==> src/rtl/secwdt_pkg.sv <==
package secwdt_pkg;
  localparam int CFG_W    = 8;
  localparam int MIN_SECS = 60;

  localparam int CTL_PULSE = 1;
  localparam int CTL_KSTOP = 2;
  localparam int CTL_MIN   = 3;
  localparam int TRG_STAT  = 4;
  localparam int TRG_MOUSE = 6;
  localparam int TRG_KBD   = 7;

  localparam logic [CFG_W-1:0] TRIG_IDX = 8'hF7;

  typedef enum logic [1:0] {SEL_NONE, SEL_COUNT, SEL_CTRL, SEL_TRIG} reg_sel_e;

  function automatic reg_sel_e decode_idx(input logic [CFG_W-1:0] idx, input bit alt);
    logic [CFG_W-1:0] cnt_idx;
    logic [CFG_W-1:0] ctl_idx;
    cnt_idx = alt ? 8'hF4 : 8'hF6;
    ctl_idx = alt ? 8'hF3 : 8'hF5;
    if (idx == cnt_idx)       return SEL_COUNT;
    else if (idx == ctl_idx)  return SEL_CTRL;
    else if (idx == TRIG_IDX) return SEL_TRIG;
    else                      return SEL_NONE;
  endfunction
endpackage

==> src/rtl/secwdt_regs.sv <==
module secwdt_regs
  import secwdt_pkg::*;
#(
  parameter bit ALT_MAP = 1'b0
) (
  input  logic             clk,
  input  logic             rst,
  input  logic             bank_hit,
  input  logic             we,
  input  logic [CFG_W-1:0] addr,
  input  logic [CFG_W-1:0] wdata,
  input  logic [CFG_W-1:0] count,
  input  logic             status,
  output logic             load_en,
  output logic [CFG_W-1:0] load_val,
  output logic             pulse_en,
  output logic             kbd_stop,
  output logic             minute,
  output logic             kick_kbd_en,
  output logic             kick_mouse_en,
  output logic             stat_clr,
  output logic [CFG_W-1:0] rdata
);
  reg_sel_e         sel;
  logic             wr;
  logic [CFG_W-1:0] ctrl_q;
  logic [CFG_W-1:0] trig_q;
  logic [CFG_W-1:0] rd_mux;

  always_comb sel = decode_idx(addr, ALT_MAP);
  assign wr       = bank_hit && we;
  assign load_en  = wr && (sel == SEL_COUNT);
  assign load_val = wdata;
  assign stat_clr = wr && (sel == SEL_TRIG) && !wdata[TRG_STAT];

  assign pulse_en      = ctrl_q[CTL_PULSE];
  assign kbd_stop      = ctrl_q[CTL_KSTOP];
  assign minute        = ctrl_q[CTL_MIN];
  assign kick_kbd_en   = trig_q[TRG_KBD];
  assign kick_mouse_en = trig_q[TRG_MOUSE];

  always_ff @(posedge clk) begin
    if (rst) begin
      ctrl_q <= '0;
      trig_q <= '0;
    end else if (wr) begin
      if (sel == SEL_CTRL) ctrl_q <= wdata;
      if (sel == SEL_TRIG) trig_q <= wdata;
    end
  end

  always_comb begin
    rd_mux = '0;
    case (sel)
      SEL_COUNT: rd_mux = count;
      SEL_CTRL:  rd_mux = ctrl_q;
      SEL_TRIG: begin
        rd_mux           = trig_q;
        rd_mux[TRG_STAT] = status;
      end
      default:   rd_mux = '0;
    endcase
  end

  always_ff @(posedge clk) begin
    if (rst)           rdata <= '0;
    else if (bank_hit) rdata <= rd_mux;
    else               rdata <= '0;
  end

  // a cycle without device select yields zero read data
  p_rdata_idle_r4: assert property (@(posedge clk) disable iff (rst)
    !bank_hit |=> rdata == '0);
endmodule

==> src/rtl/secwdt_prescale.sv <==
module secwdt_prescale
  import secwdt_pkg::*;
#(
  parameter int unsigned TICK_CLKS = 33_000_000
) (
  input  logic clk,
  input  logic rst,
  input  logic restart,
  input  logic minute,
  output logic tick
);
  localparam int PW = (TICK_CLKS > 1) ? $clog2(TICK_CLKS) : 1;
  localparam int MW = $clog2(MIN_SECS);
  localparam logic [PW-1:0] PRE_LAST = PW'(TICK_CLKS - 1);
  localparam logic [MW-1:0] MIN_LAST = MW'(MIN_SECS - 1);

  logic [PW-1:0] pre_q;
  logic [MW-1:0] min_q;
  logic          wrap;

  assign wrap = (pre_q == PRE_LAST);
  assign tick = wrap && (!minute || (min_q == MIN_LAST));

  always_ff @(posedge clk) begin
    if (rst || restart) begin
      pre_q <= '0;
      min_q <= '0;
    end else if (wrap) begin
      pre_q <= '0;
      min_q <= (min_q == MIN_LAST) ? '0 : min_q + MW'(1);
    end else begin
      pre_q <= pre_q + PW'(1);
    end
  end

  generate
    if (TICK_CLKS > 1) begin : g_gap
      // ticks never arrive on back-to-back cycles
      p_tick_gap_r3: assert property (@(posedge clk) disable iff (rst)
        tick |=> !tick);
    end
  endgenerate
endmodule

==> src/rtl/secwdt_counter.sv <==
module secwdt_counter
  import secwdt_pkg::*;
(
  input  logic             clk,
  input  logic             rst,
  input  logic             load_en,
  input  logic [CFG_W-1:0] load_val,
  input  logic             kbd_act,
  input  logic             mouse_act,
  input  logic             kick_kbd_en,
  input  logic             kick_mouse_en,
  input  logic             kbd_stop,
  input  logic             tick,
  output logic [CFG_W-1:0] count,
  output logic             restart,
  output logic             expire
);
  logic [CFG_W-1:0] cnt_q;
  logic [CFG_W-1:0] cnt_d;
  logic [CFG_W-1:0] reload_q;
  logic             kick;
  logic             running;

  assign running = (cnt_q != '0);
  assign kick    = running && ((kick_kbd_en && kbd_act) || (kick_mouse_en && mouse_act));

  always_comb begin
    cnt_d   = cnt_q;
    restart = 1'b0;
    expire  = 1'b0;
    if (load_en) begin
      cnt_d   = load_val;
      restart = 1'b1;
    end else if (kbd_stop && kbd_act) begin
      cnt_d   = '0;
      restart = 1'b1;
    end else if (kick) begin
      cnt_d   = reload_q;
      restart = 1'b1;
    end else if (tick && running) begin
      cnt_d  = cnt_q - CFG_W'(1);
      expire = (cnt_q == CFG_W'(1));
    end
  end

  always_ff @(posedge clk) begin
    if (rst) begin
      cnt_q    <= '0;
      reload_q <= '0;
    end else begin
      cnt_q <= cnt_d;
      if (load_en) reload_q <= load_val;
    end
  end

  assign count = cnt_q;

  // without a load or activity the count never rises
  p_no_rise_r3: assert property (@(posedge clk) disable iff (rst)
    (!load_en && !kbd_act && !mouse_act) |=> cnt_q <= $past(cnt_q));
  // a stopped count stays stopped until the next write
  p_hold_zero_r5: assert property (@(posedge clk) disable iff (rst)
    (cnt_q == '0 && !load_en) |=> cnt_q == '0);
endmodule

==> src/rtl/secwdt_alarm.sv <==
module secwdt_alarm #(
  parameter int unsigned PULSE_CLKS = 16
) (
  input  logic clk,
  input  logic rst,
  input  logic expire,
  input  logic pulse_en,
  input  logic stat_clr,
  output logic status,
  output logic wdt_to_n,
  output logic kbrst_n
);
  localparam int QW = (PULSE_CLKS > 1) ? $clog2(PULSE_CLKS) : 1;

  logic [QW-1:0] pul_q;
  logic          kb_n_q;
  logic          stat_q;

  always_ff @(posedge clk) begin
    if (rst)           stat_q <= 1'b0;
    else if (expire)   stat_q <= 1'b1;
    else if (stat_clr) stat_q <= 1'b0;
  end

  always_ff @(posedge clk) begin
    if (rst) begin
      pul_q  <= '0;
      kb_n_q <= 1'b1;
    end else if (expire && pulse_en) begin
      pul_q  <= QW'(PULSE_CLKS - 1);
      kb_n_q <= 1'b0;
    end else if (pul_q != '0) begin
      pul_q  <= pul_q - QW'(1);
    end else begin
      kb_n_q <= 1'b1;
    end
  end

  assign status   = stat_q;
  assign wdt_to_n = ~stat_q;
  assign kbrst_n  = kb_n_q;

  // expiry drives the timeout output low at once
  p_alarm_r7: assert property (@(posedge clk) disable iff (rst)
    expire |=> !wdt_to_n);
  // the reset pulse only starts from an enabled expiry
  p_pulse_src_r8: assert property (@(posedge clk) disable iff (rst)
    $fell(kbrst_n) |-> $past(expire && pulse_en));
endmodule

==> src/rtl/sec_watchdog.sv <==
module sec_watchdog
  import secwdt_pkg::*;
#(
  parameter int unsigned TICK_CLKS  = 33_000_000,
  parameter int unsigned PULSE_CLKS = 16,
  parameter bit          ALT_MAP    = 1'b0
) (
  input  logic             clk,
  input  logic             rst,
  input  logic             cfg_bank_hit,
  input  logic             cfg_we,
  input  logic [CFG_W-1:0] cfg_addr,
  input  logic [CFG_W-1:0] cfg_wdata,
  output logic [CFG_W-1:0] cfg_rdata,
  input  logic             kbd_act,
  input  logic             mouse_act,
  output logic             wdt_to_n,
  output logic             kbrst_n
);
  logic             load_en;
  logic [CFG_W-1:0] load_val;
  logic             pulse_en;
  logic             kbd_stop;
  logic             minute;
  logic             kick_kbd_en;
  logic             kick_mouse_en;
  logic             stat_clr;
  logic [CFG_W-1:0] count;
  logic             status;
  logic             restart;
  logic             expire;
  logic             tick;

  secwdt_regs #(.ALT_MAP(ALT_MAP)) u_regs (
    .clk(clk), .rst(rst), .bank_hit(cfg_bank_hit), .we(cfg_we),
    .addr(cfg_addr), .wdata(cfg_wdata), .count(count), .status(status),
    .load_en(load_en), .load_val(load_val), .pulse_en(pulse_en),
    .kbd_stop(kbd_stop), .minute(minute), .kick_kbd_en(kick_kbd_en),
    .kick_mouse_en(kick_mouse_en), .stat_clr(stat_clr), .rdata(cfg_rdata)
  );

  secwdt_prescale #(.TICK_CLKS(TICK_CLKS)) u_pre (
    .clk(clk), .rst(rst), .restart(restart), .minute(minute), .tick(tick)
  );

  secwdt_counter u_cnt (
    .clk(clk), .rst(rst), .load_en(load_en), .load_val(load_val),
    .kbd_act(kbd_act), .mouse_act(mouse_act), .kick_kbd_en(kick_kbd_en),
    .kick_mouse_en(kick_mouse_en), .kbd_stop(kbd_stop), .tick(tick),
    .count(count), .restart(restart), .expire(expire)
  );

  secwdt_alarm #(.PULSE_CLKS(PULSE_CLKS)) u_alarm (
    .clk(clk), .rst(rst), .expire(expire), .pulse_en(pulse_en),
    .stat_clr(stat_clr), .status(status), .wdt_to_n(wdt_to_n), .kbrst_n(kbrst_n)
  );
endmodule

==> config.mk <==
export PLATFORM = sky130hd
export DESIGN_NAME = sec_watchdog
export DESIGN_NICKNAME = d
export VERILOG_FILES = /design/src/rtl/secwdt_pkg.sv /design/src/rtl/secwdt_regs.sv /design/src/rtl/secwdt_prescale.sv /design/src/rtl/secwdt_counter.sv /design/src/rtl/secwdt_alarm.sv /design/src/rtl/sec_watchdog.sv
export SDC_FILE = /design/constraint.sdc
export NUM_CORES = 1
export LEC_CHECK = 0
export ABC_AREA = 0
export BUFFER_PORTS_ARGS = -buffer_cell sky130_fd_sc_hd__buf_2
export CAP_MARGIN = 25
export CORE_MARGIN = 3
export CORE_UTILIZATION = 35
export CTS_CLUSTER_DIAMETER = 40
export CTS_CLUSTER_SIZE = 16
export DETAILED_ROUTE_END_ITERATION = 10
export HOLD_SLACK_MARGIN = 0.12
export SLEW_MARGIN = 0
export SYNTH_ARGS = -nofsm -noshare
export SYNTH_HDL_FRONTEND = slang
export SYNTH_SLANG_ARGS = --single-unit
==> constraint.sdc <==
create_clock -name clk -period 2.8 [get_ports clk]
set_input_delay 0.28 -clock clk [delete_from_list [all_inputs] [get_ports clk]]
set_output_delay 0.28 -clock clk [all_outputs]
set_load 0.02 [all_outputs]
### Word-level counts from Yosys, hierarchy flattened

Index checks and enable logic that the tools add are counted.

* bits in latches: 0
* bits of input ports: 22
* memories kept: 0
* bits in read-only memories: 0
* bits in registers: 77
* RAM bits: 0
* word-level logic and storage cells: 73
* output and inout bits: 10

* $lt $le $gt $ge: 0
* eq/ne operators: 10
* reductions and logical operators: 25
* $add $sub $neg: 4
* muxes and demuxes: 22
* shift-type cells: 0
* multiply operators: 0
* bitwise gates (word level): 2
* divide/modulo/power cells: 0

Operator list (number)
* 8-bit 2-to-1 mux: 4
* 25-bit by 1-bit adder with 25-bit output (second input constant): 1
* 25-bit equality test (second input constant): 1
* 8-bit equality test (second input constant): 3
* 8-bit case mux with 3 select lines: 1
* 1-bit logical AND: 11
* 1-bit 2-to-1 mux: 11
* 8-bit by 1-bit equality test with 1-bit output (second input constant): 1
* 4-bit 2-to-1 mux: 2
* 4-bit nonzero test: 2
* 8-bit nonzero test: 1
* 8-bit by 1-bit subtractor with 8-bit output (second input constant): 1
* 6-bit by 1-bit adder with 6-bit output (second input constant): 1
* 6-bit equality test (second input constant): 1
* 2-bit 2-to-1 mux: 3
* 6-bit 2-to-1 mux: 1
* 2-bit equality test (second input constant): 2
* 2-bit AND reduction: 2
* 2-bit nonzero test: 2
* 2-bit OR reduction: 2
* 4-bit by 1-bit subtractor with 4-bit output (second input constant): 1
* 1-bit logical OR: 3
* 2-bit by 1-bit equality test with 1-bit output (second input constant): 1
* 1-bit logical NOT: 2
* other kinds (2): 3

### Depth between registers and ports, before layout

Gate-level depths: netlist of run 1.

* word-level depth: 10
* mapped depth: 8
* mapped depth without buffers: 7

### Hierarchy

A second synthesis of run 1 with hierarchy kept.

* cell total of the unflattened synthesis: 419
* area total of the unflattened synthesis: 3789.9 um^2

By module, submodules not included
* secwdt_prescale: area an instance 1475.2 um^2, sequential area each 620.6 um^2, cells an instance 167, times used 1
* secwdt_regs: area an instance 1081.0 um^2, sequential area each 460.4 um^2, cells an instance 110, times used 1
* secwdt_counter: area an instance 965.9 um^2, sequential area each 320.3 um^2, cells an instance 114, times used 1
* secwdt_alarm: area an instance 267.8 um^2, sequential area each 120.1 um^2, cells an instance 28, times used 1

### Least setup slack after synthesis of run 1

OpenSTA, ideal clock, no wires.

* path kind: reg-to-reg
* from: reg u_pre.pre_q[0]
* to: reg u_cnt.cnt_q[4], in the netlist u_cnt.count[4]
* cell stages (with the launch flop): 8
* period minus slack after synthesis: 2.108 ns
* buffers on the path: 1
* slack: 0.692 ns
* data required time: 2.667 ns
* library setup time: 0.133 ns
* arrival: 1.975 ns
* cells stage by stage: dfxtp_1 > ha_1 > nand3_1 > or4_4 > a2111oi_4 > or2_1 > buf_6 > a311oi_1

* cells in the longest elaborated chain, start to end: 4

Ends and longest elaborated chain
* start: declaration: RTL line secwdt_prescale.sv:17 `logic [PW-1:0] pre_q;`
* start signal: assignment: RTL line secwdt_prescale.sv:32 `pre_q <= pre_q + PW'(1);`
* 25-bit equality test: RTL line secwdt_prescale.sv:21 `assign wrap = (pre_q == PRE_LAST);`
* 1-bit logical AND: RTL line secwdt_prescale.sv:22 `assign tick = wrap && (!minute || (min_q == MIN_LAST));`
* 1-bit logical AND: RTL line secwdt_counter.sv:40 `end else if (tick && running) begin`
* 4-bit nonzero test (no source line)
* end signal: assignment: RTL line secwdt_counter.sv:51 `cnt_q <= cnt_d;`
* end: declaration: RTL line secwdt_counter.sv:18 `logic [CFG_W-1:0] cnt_q;`

No other way between the ends.
A chain may end at the register's enable or synchronous reset.

### Worst setup path after layout of run 1

* from: reg u_cnt.cnt_q[1], in the netlist u_cnt.count[1]
* to: reg u_pre.pre_q[5]

* cells in the longest elaborated chain, start to end: 7

Ends and longest elaborated chain
* 8-bit nonzero test: RTL line secwdt_counter.sv:24 `assign running = (cnt_q != '0);`
* 1-bit logical AND: RTL line secwdt_counter.sv:25 `assign kick = running && ((kick_kbd_en && kbd_act) || (kick_mouse_en && mouse_act));`
* 1-bit 2-to-1 mux: RTL line secwdt_counter.sv:37 `end else if (kick) begin`
* 1-bit 2-to-1 mux: RTL line secwdt_counter.sv:34 `end else if (kbd_stop && kbd_act) begin`
* 1-bit 2-to-1 mux: RTL line secwdt_counter.sv:31 `if (load_en) begin`
* 1-bit logical OR: RTL line secwdt_prescale.sv:25 `if (rst || restart) begin`
* 2-bit OR reduction (no source line)

No other way between the ends.

==> flow_summary.yaml, run 1 <==
cells_and_area:
  postLayoutCellArea_um2: 3999
  antenna_cells: 0
  synthToLayoutAreaGrowth_pct: 13.01
  nNetsFinal: 468
  drive_gt1_frac: 0.1502
sta:
  skew_ns: 0.008817
  fin_tns_setup_ns: 0
  period_minus_slack_ns: 2.492
  fmax_mhz: 401.3
  tightest_slew_ns: 0.7760
  min_period_over_period: 0.8900
  rsz0062_at_grt: "no"
  setup_viol: 0
  maxSlewViolCount: 0
  slew_headroom: 0.4813
  hold_viol: 0
power_and_ir_drop:
  combPwrFrac: 0.083
  internal_power_mw: 1.514
  power_switching_mw: 0.5693
  netSwitchingFraction: 0.2733
  p_leak_nw: 1.409
  power_density_nw_per_um2: 520.9
  vdd_ir_drop_max_uv: 295.8
  power_frac_clock: 0.375
  power_frac_seq: 0.541
clocking:
  ctsHtreeMaxLevel: 3
  cts_buffer_depth: 2
  clk_latency_ns: 0.35
  ctsResizeCount: 0
  cts_buffers: 9
  root_buffer: "clkbuf_8"
  cts_setup_buffers: 0
  path_clk_slew_ns: 0.09
  ctsHoldBuffers: 0
  cts_tree: "done"
  cts.sinks: 76
placed_design:
  gp_congestion: 0.8569
  io_buffers: 31
  dp_hpwl_um: 5619
  placedInstanceArea_um2: 3816
synthesis:
  synth_area_leaders: "dfxtp_1 43%, xnor2_1 6.2%, nor2_1 5.7%"
  synth_seq_cells: 76
  synth_top_area_share: 0.4300
  syn_inst: 412
  synth_top_area_cell: "dfxtp_1"
  ys_async_sr_fraction: 0
  avgSynthCellArea_um2: 8.588
  synth_edf_count: 0
  ys_seq_area_frac: 0.4300
  synth_nets: 439
  synth_ff_type: "dfxtp_1"
  synth_cell_types: 50
  yosys_warnings: 0
  synthesis.area_um2: 3538
critical_path:
  r2r_slack_ns: 0.31
  path_delay_family: "simple AND/OR/NAND/NOR gates"
  rr_worst_depth: 7
  cp_max_fo: 24
  cpPeakStageDelay_ns: 0.43
  end_kind: "flip-flop"
  crit_buf_inv: 1
  crit_start: "u_cnt.count[1]"
  cpMaxStageDelayCell: "nor3b_2"
  criticalPathCategory: "reg2reg"
  r2r-end: "u_pre.pre_q[5]"
  critical_path.cell_chain: "inv_1 -> ha_1 -> nor4b_4 -> a21o_2 -> nor3b_2 -> nand2_2 -> a21oi_1"
  reg2reg_from: "u_cnt.count[1]"
  crit_arrival_ns: 2.77
  required_ns: 3.08
  worst_setup_path_start_kind: "flip-flop"
die:
  die_h_um: 106.5
  core.rowCount: 36
  core_area_um2: 9819
  die_w_um: 106.5
  initial_core_util: 0.3603
  dieArea_um2: 11350
  io-pin-count: 32
job:
  max_cap_violations: 0
global_routing:
  grt_overflow: 0
  grt_max_degree: 41
  grt_pass1_wl_um: 13340
  grt_use_total: 0.1456
  grt_pass1_vias: 2794
  antenna_found_initial: 0
route:
  drc: 0
  routed_wl_um: 7826
  drt_iter0_drc: 163
  wl_per_cell_um: 13.52
  ant_nets: 0
  viasPerCell: 5.050
  via_count: 2924
  dr.pass1.iters: 4
worst_hold_path:
  hold_depth: 3
  worstHoldStart: "cfg_wdata[7]"
  hold_end: "u_regs.ctrl_q[7]"
  worst_hold_path_type: "in2reg"
status:
  status: "complete, no violations"
-- tightest hold or removal path, delay by kind of cell --
family,cells,cell delay (ns)
buffers and inverters,1,0.12
and+or+nand+nor,1,0.06
AOI/OAI and AO/OA,1,0.05
-- stage by stage --
stage	setup slack, ns	power, mW	instances	util	hold WS (ns)
2_1_floorplan	0.6916	1.280	412	-	0.4239
3_3_place_gp	0.4416	1.320	563	0.3886	0.4348
3_5_place_dp	0.3212	1.327	563	0.3886	0.4452
4_1_cts	0.2960	2.115	579	0.4072	0.1849
5_1_grt	0.04349	2.186	579	0.4072	0.2016
6_report	0.3079	2.083	579	0.4072	0.2027
-- cells by family after synthesis --
| kind of cell | after synthesis | synth area share |
|---|---|---|
| AOI/OAI and AO/OA | 64 | 0.1280 |
| xor gates and xnor gates | 32 | 0.07921 |
| and+or+nand+nor | 191 | 0.2677 |
| buffers and inverters | 30 | 0.03571 |
| adders and majority gates | 5 | 0.01768 |
| muxes | 14 | 0.04173 |
| DFF | 76 | 0.4300 |
-- power groups by stage --
stage          Clock (mW)  Sequential [mW]  Combinational (mW)
3_5_place_dp            0             1.15               0.175
2_1_floorplan           0             1.15               0.132
3_3_place_gp            0             1.15               0.169
5_1_grt             0.857             1.13               0.198
4_1_cts             0.811             1.13               0.176
6_report            0.782             1.13               0.174
-- worst max path at each step --
| stage | end | slack (ns) | depth (start not counted) |
|---|---|---|---|
| after CTS | u_pre.pre_q[5] | 0.30 | 7 |
| after global routing | u_pre.pre_q[5] | 0.04 | 7 |
| after global placement | u_pre.pre_q[5] | 0.44 | 7 |
| final | u_pre.pre_q[5] | 0.31 | 7 |
| after floorplan | u_cnt.count[4] | 0.69 | 7 |
| after detailed placement | u_pre.pre_q[5] | 0.32 | 7 |
-- flip-flops by register name (all words and copies together), names as in the netlist --
name,cells
u_pre.pre_q,25
u_cnt.count,8
u_cnt.reload_q,8
u_regs.ctrl_q,8
u_regs.rdata,8
u_regs.trig_q,7
u_pre.min_q,6
u_alarm.pul_q,4
u_alarm.kbrst_n,1
u_alarm.status,1
-- routing by layer --
metal | routed length (um) | GRT usage | vias up
met5 | 0 | 0 | -
met4 | 100 | 0.04201 | 0
met3 | 290 | 0.03522 | 12
met2 | 3825 | 0.2398 | 37
met1 | 3610 | 0.1898 | 1365
li1 | - | - | 1510
-- synth_stat cells (all sizes together), types with 3 or more instances --
library cell / number
dfxtp: 76
nor2: 54
nand2: 49
xnor2: 25
nor3: 24
nand3: 21
a21oi: 19
inv: 12
clkbuf: 11
nand4: 11
o21ai: 11
a22oi: 9
a311oi: 8
mux2i: 8
buf: 7
nor4: 7
o211ai: 7
xor2: 7
mux2: 6
ha: 5
nor4b: 4
or2: 4
and3: 3
o31ai: 3
-- final cells by class --
| class | instances | area [um2] |
|---|---|---|
| clock buffers | 9 | 123.9 |
| clock inverters | 7 | 58.81 |
| fillers | 1029 | 5821 |
| inverters | 12 | 45.04 |
| multi-input cells | 306 | 1891 |
| flip-flops and latches | 76 | 1521 |
| well taps | 133 | 166.4 |
| repair buffers | 36 | 192.7 |
-- placed cells by master, fill, tap and decap left out, types with 3 or more instances in the layout --
master and n:
mux2i_1 8, o21ai_0 7, nand4_1 11, nor4_1 7, and3_1 3, buf_2 31, a311oi_1 8, nand2_1 48
ha_1 5, dfxtp_1 76, or2_1 4, nor3_1 24, clkbuf_8 9, a21oi_1 19, a22oi_1 9, inv_1 12
o21ai_1 4, xnor2_1 25, o211ai_1 7, nor2_1 54, xor2_1 7, mux2_2 6, clkinvlp_4 4, buf_4 5
nand3_1 21
No activity file was read; power rests on OpenSTA's default activity.
==> run 2: changes to the inputs <==
- CORE_UTILIZATION: 35 -> 53
- PLACE_DENSITY: default -> 0.72
==> run 2 against run 1 <==
Hold slack gained 0.018 ns. Worst setup slack lost 0.041 ns. Final area shrank 1.7%. Critical path depth is the same. Power shrank 0.87%. Die area shrank 32%. Clock-buffer cell count grew 3. Sequential share of layout area grew 0.67 points. Critical path type unchanged.
==> flow_summary.yaml, run 2 (synthesis gave the netlist of run 1 again) <==
sta:
  fin_tns_setup_ns: 0
  fmax_mhz: 394.8
  whs_ns: 0.2206
  rsz0062_at_grt: "no"
  min_period_over_period: 0.9046
  setup_viol: 0
  tightest_slew_ns: 0.7631
  hold_viol: 0
  slew_headroom: 0.4899
  maxSlewViolCount: 0
  period_minus_slack_ns: 2.533
  skew_ns: 0.01142
die:
  initial_core_util: 0.5509
  die_h_um: 87.71
  die_w_um: 87.71
  io-pin-count: 32
  core.rowCount: 29
  dieArea_um2: 7693
  core_area_um2: 6422
critical_path:
  reg2reg_from: "u_cnt.count[0]"
  cpMaxStageDelayCell: "nor3b_2"
  required_ns: 3.03
  critical_path.cell_chain: "inv_1 -> ha_1 -> nor4b_4 -> a21o_2 -> nor3b_2 -> nand4_1 -> a21boi_1"
  cp_max_fo: 16
  criticalPathCategory: "reg2reg"
  crit_arrival_ns: 2.76
  path_delay_family: "simple AND/OR/NAND/NOR gates"
  crit_start: "u_cnt.count[0]"
  end_kind: "flip-flop"
  crit_buf_inv: 1
  worst_setup_path_start_kind: "flip-flop"
  cpPeakStageDelay_ns: 0.48
route:
  via_count: 2931
  drc: 0
  viasPerCell: 5.604
  ant_nets: 0
  routed_wl_um: 7647
  drt_iter0_drc: 234
  dr.pass1.iters: 4
  wl_per_cell_um: 14.62
clocking:
  clk_latency_ns: 0.34
  ctsHoldBuffers: 0
  cts_buffers: 9
  ctsHtreeMaxLevel: 3
  cts_buffer_depth: 2
  path_clk_slew_ns: 0.08
  cts_setup_buffers: 0
  cts_tree: "done"
  ctsResizeCount: 0
  root_buffer: "clkbuf_8"
  cts.sinks: 76
global_routing:
  grt_pass1_vias: 2656
  antenna_found_initial: 0
  grt_overflow: 0
  grt_pass1_wl_um: 12980
  grt_max_degree: 41
  grt_use_total: 0.2164
placed_design:
  gp_congestion: 0.8873
  placedInstanceArea_um2: 3746
  io_buffers: 31
  dp_hpwl_um: 5458
worst_hold_path:
  worstHoldStart: "cfg_wdata[1]"
  worst_hold_path_type: "in2reg"
cells_and_area:
  final_common_cell: "dfxtp_1"
  antenna_cells: 0
  drive_gt1_frac: 0.1480
  postLayoutCellArea_um2: 3930
  synthToLayoutAreaGrowth_pct: 11.07
  largest-register: "u_pre.pre_q"
  nNetsFinal: 468
  fillers: 574
  largest_reg_flops: 25
  fin_util: 0.6119
  layout_common_cells: "76 x dfxtp_1, 54 x nor2_1, 48 x nand2_1"
power_and_ir_drop:
  power_density_nw_per_um2: 525.4
  p_total_mw: 2.065
  p_leak_nw: 1.426
  vdd_ir_drop_max_uv: 334.7
status:
  status: "complete, no violations"
job:
  max_cap_violations: 0
-- run 2: changes by cell type in the layout (fill, tap and decap cells not counted) --
cell,before,now
inv_8,1,0
clkinvlp_4,4,0
nand2_2,1,0
inv_6,2,0
nand2_4,0,1
clkinv_2,0,3
clkinv_4,0,1
clkbuf_8,9,11
clkbuf_1,0,1
-- run 2: worst reg2reg max path: stages (launching register included) --
cell	delay, ns
dfxtp_1	0.38
inv_1	0.10
ha_1	0.24
nor4b_4	0.33
a21o_2	0.36
nor3b_2	0.49
nand4_1	0.33
a21boi_1	0.22
-- run 2: final timing paths --
kind                       end  slack [ns]  depth (start not counted)
max            u_alarm.kbrst_n        0.27                          7
max reg2reg    u_alarm.kbrst_n        0.27                          7
min reg2reg  u_cnt.reload_q[1]        0.45                          2
min           u_regs.trig_q[1]        0.22                          3
-- run 2: power breakdown --
part           switching, mW  internal, mW
clock                  0.393         0.368
sequential            0.0206          1.11
combinational          0.101        0.0753
-- run 2: routing by layer --
metal	routed length, um	share of wire	vias up	track usage
met1	3898	0.51	1349	0.3252
met4	105	0.014	0	0.09484
li1	-	-	1516	-
met3	388	0.051	8	0.03669
met5	0	0	-	0
met2	3254	0.43	58	0.3014
-- run 2: layout make-up --
cell class / instances / area (um2) / area share
clock inverters: 4 / 23.77 / 0.006049
flip-flops and latches: 76 / 1521 / 0.3871
multi-input cells: 306 / 1896 / 0.4823
inverters: 12 / 45.04 / 0.01146
well taps: 77 / 96.34 / 0.02451
clock buffers: 12 / 155.1 / 0.03948
repair buffers: 36 / 192.7 / 0.04903
-- run 2: per-stage QoR --
| stage | std cells | worst slack, ns |
|---|---|---|
| after detailed placement | 507 | 0.3030 |
| after floorplan | 412 | 0.6916 |
| final | 523 | 0.2671 |
| after global placement | 507 | 0.4600 |
| after CTS | 523 | 0.3110 |
| after global routing | 523 | 0.0008171 |
==> run 3: changes to the inputs <==
- BUFFER_PORTS_ARGS: -buffer_cell sky130_fd_sc_hd__buf_2 -> default
- DONT_BUFFER_PORTS: default -> 1
- PLACE_DENSITY: 0.72 -> 0.68
- SYNTH_HIERARCHICAL: default -> 1
==> run 3 against run 2 <==
Die area grew 6.6%. Hold slack lost 0.084 ns. Register-to-register slack lost 0.15 ns. Synthesized area grew 7.1%. Critical path depth grew 2. Final cell count grew 1.7%. Utilization shrank 0.15 points. Clock power grew 21%. Synthesized cell count grew 1.7%. Via count grew 3.1%. Critical path type unchanged. Critical endpoint is now u_cnt/count[4].
==> flow_summary.yaml, run 3 <==
global_routing:
  antenna_found_initial: 0
  grt_pass1_vias: 2929
  grt_pass1_wl_um: 14120
  grt_use_total: 0.2137
  grt_max_degree: 25
  grt_overflow: 0
sta:
  setup_viol: 0
  slew_headroom: 0.4292
  fmax_mhz: 373.0
  period_minus_slack_ns: 2.681
  min_period_over_period: 0.9574
  tightest_slew_ns: 0.8533
  maxSlewViolCount: 0
  hold_viol: 0
  rsz0062_at_grt: "no"
  skew_ns: 0.01148
  fin_tns_setup_ns: 0
placed_design:
  placedInstanceArea_um2: 3851
  io_buffers: 0
  dp_hpwl_um: 5650
  gp_congestion: 0.8650
  placed_cells: 504
synthesis:
  synth_area_leaders: "dfxtp_1 40%, nand2_1 5.2%, mux2i_1 5.0%"
  avgSynthCellArea_um2: 9.045
  synth_nets: 447
  synth_top_area_cell: "dfxtp_1"
  syn_inst: 419
  synth_edf_count: 0
  yosys_warnings: 6
  synth_common_cells: "76 x dfxtp_1, 52 x nand2_1, 50 x nor2_1"
  synth_top_area_share: 0.4015
  ys_seq_area_frac: 0.4015
  yosysMostFrequentCell: "dfxtp_1"
  ys_async_sr_fraction: 0
  synth_ff_type: "dfxtp_1"
  synth_seq_cells: 76
  synthesis.area_um2: 3790
  synth_cell_types: 61
cells_and_area:
  final_common_cell: "dfxtp_1"
  drive_gt1_frac: 0.1422
  fillers: 617
  layout_common_cells: "73 x dfxtp_1, 52 x nand2_1, 50 x nor2_1"
  antenna_cells: 0
  fin_cells: 532
  postLayoutCellArea_um2: 4193
  largest_reg_flops: 25
  synthToLayoutAreaGrowth_pct: 10.63
  nNetsFinal: 459
  largest-register: "u_pre/pre_q"
route:
  dr.pass1.iters: 4
  viasPerCell: 5.680
  ant_nets: 0
  drt_iter0_drc: 114
  wl_per_cell_um: 15.66
  routed_wl_um: 8333
  drc: 0
  via_count: 3022
clocking:
  ctsHtreeMaxLevel: 3
  clk_latency_ns: 0.36
  root_buffer: "clkbuf_8"
  cts_buffers: 9
  path_clk_slew_ns: 0.07
  cts.sinks: 76
  cts_buffer_depth: 2
  cts_tree: "done"
critical_path:
  critical_path.cell_chain: "nand4_2 -> or4b_1 -> or4b_1 -> a21oi_2 -> and2b_1 -> o21ai_2 -> buf_12 -> nor2_1 -> a311oi_1"
  cp_max_fo: 14
  crit_top_cell: "or4b_1"
  criticalPathCategory: "reg2reg"
  crit_arrival_ns: 2.94
  required_ns: 3.06
  worst_setup_path_start_kind: "flip-flop"
  cpPeakStageDelay_ns: 0.56
  end_kind: "flip-flop"
  cpMaxStageDelayCell: "or4b_1"
die:
  initial_core_util: 0.5517
  core.rowCount: 30
  io-pin-count: 32
  die_h_um: 90.56
  core_area_um2: 6869
  dieArea_um2: 8201
  die_w_um: 90.56
power_and_ir_drop:
  p_leak_nw: 1.549
  vdd_ir_drop_max_uv: 386.2
  power_density_nw_per_um2: 538.9
status:
  status: "complete, no violations"
worst_hold_path:
  worst_hold_path_type: "in2reg"
job:
  max_cap_violations: 0
run 3: cell count changes after synthesis, sizes merged, moves of 5 or more:
cell | previous run | this run
mux2i | 8 | 19
nand2b | 2 | 10
nand3 | 21 | 12
xor2 | 7 | 12
nor3 | 24 | 9
buf | 7 | 17
o21ai | 11 | 5
nor2b | 1 | 6
xnor2 | 25 | 14
run 3: cells by family after synthesis:
logic type                 Yosys count  share of synthesized area
AOI/OAI and AO/OA                   59                     0.1136
DFF                                 76                     0.4015
muxes                               29                    0.08088
adders and majority gates            6                    0.01981
and+or+nand+nor                    189                     0.2687
xor gates and xnor gates            26                    0.06009
buffers and inverters               34                    0.05546
run 3: stage by stage:
step,hold WS (ns),setup WS [ns],utilization,power (mW)
5_1_grt,0.1552,0.01976,0.6104,2.340
6_report,0.1361,0.1194,0.6104,2.260
3_5_place_dp,0.3560,0.09384,0.5607,1.343
4_1_cts,0.1263,0.06828,0.6082,2.279
3_3_place_gp,0.3537,0.1710,0.5607,1.335
2_1_floorplan,0.3491,0.1562,-,1.331
run 3: layout make-up:
cell class	instances	area, um2	share of cell area
clock buffers	11	141.4	0.03372
clock inverters	5	75.07	0.01791
flip-flops and latches	76	1525	0.3638
repair buffers	26	235.2	0.05610
inverters	9	33.78	0.008057
multi-input cells	309	2062	0.4918
well taps	96	120.1	0.02865
run 3: path summary, 6_finish.rpt:
path	to	from	cells past startpoint	slack, ns
min	u_regs/rdata[2]	cfg_addr[0]	2	0.14
min reg2reg	u_pre/pre_q[0]	u_pre/pre_q[0]	1	0.46
max reg2reg	u_cnt/count[4]	u_pre/pre_q[20]	9	0.12
max	u_cnt/count[4]	u_pre/pre_q[20]	9	0.12
run 3: metal layers:
metal | wire length, um | vias up | global-route usage | share of wire
li1 | - | 1489 | - | -
met1 | 3690 | 1450 | 0.2643 | 0.44
met2 | 4130 | 70 | 0.3545 | 0.50
met3 | 391 | 13 | 0.06000 | 0.047
met4 | 121 | 0 | 0.07653 | 0.015
met5 | 0 | - | 0 | 0
run 3: timing repair:
action | in CTS | in global routing
hold buffers | 11 | 0
hold endpoints to repair | 42 | 0
endpoints found under the setup margin | 0 | 12
resized for setup | 0 | 4
buffers inserted | 0 | 1
run 3: power breakdown:
group / switching, mW / internal (mW)
sequential: 0.0231 / 1.11
combinational: 0.0954 / 0.115
clock: 0.398 / 0.522
run 3: critical path: cells and delay by family, from the launching register on:
kind,cells,cell delay [ns]
simple gates,5,1.45
buf+inv,1,0.16
flops,1,0.35
compound gates,3,0.62
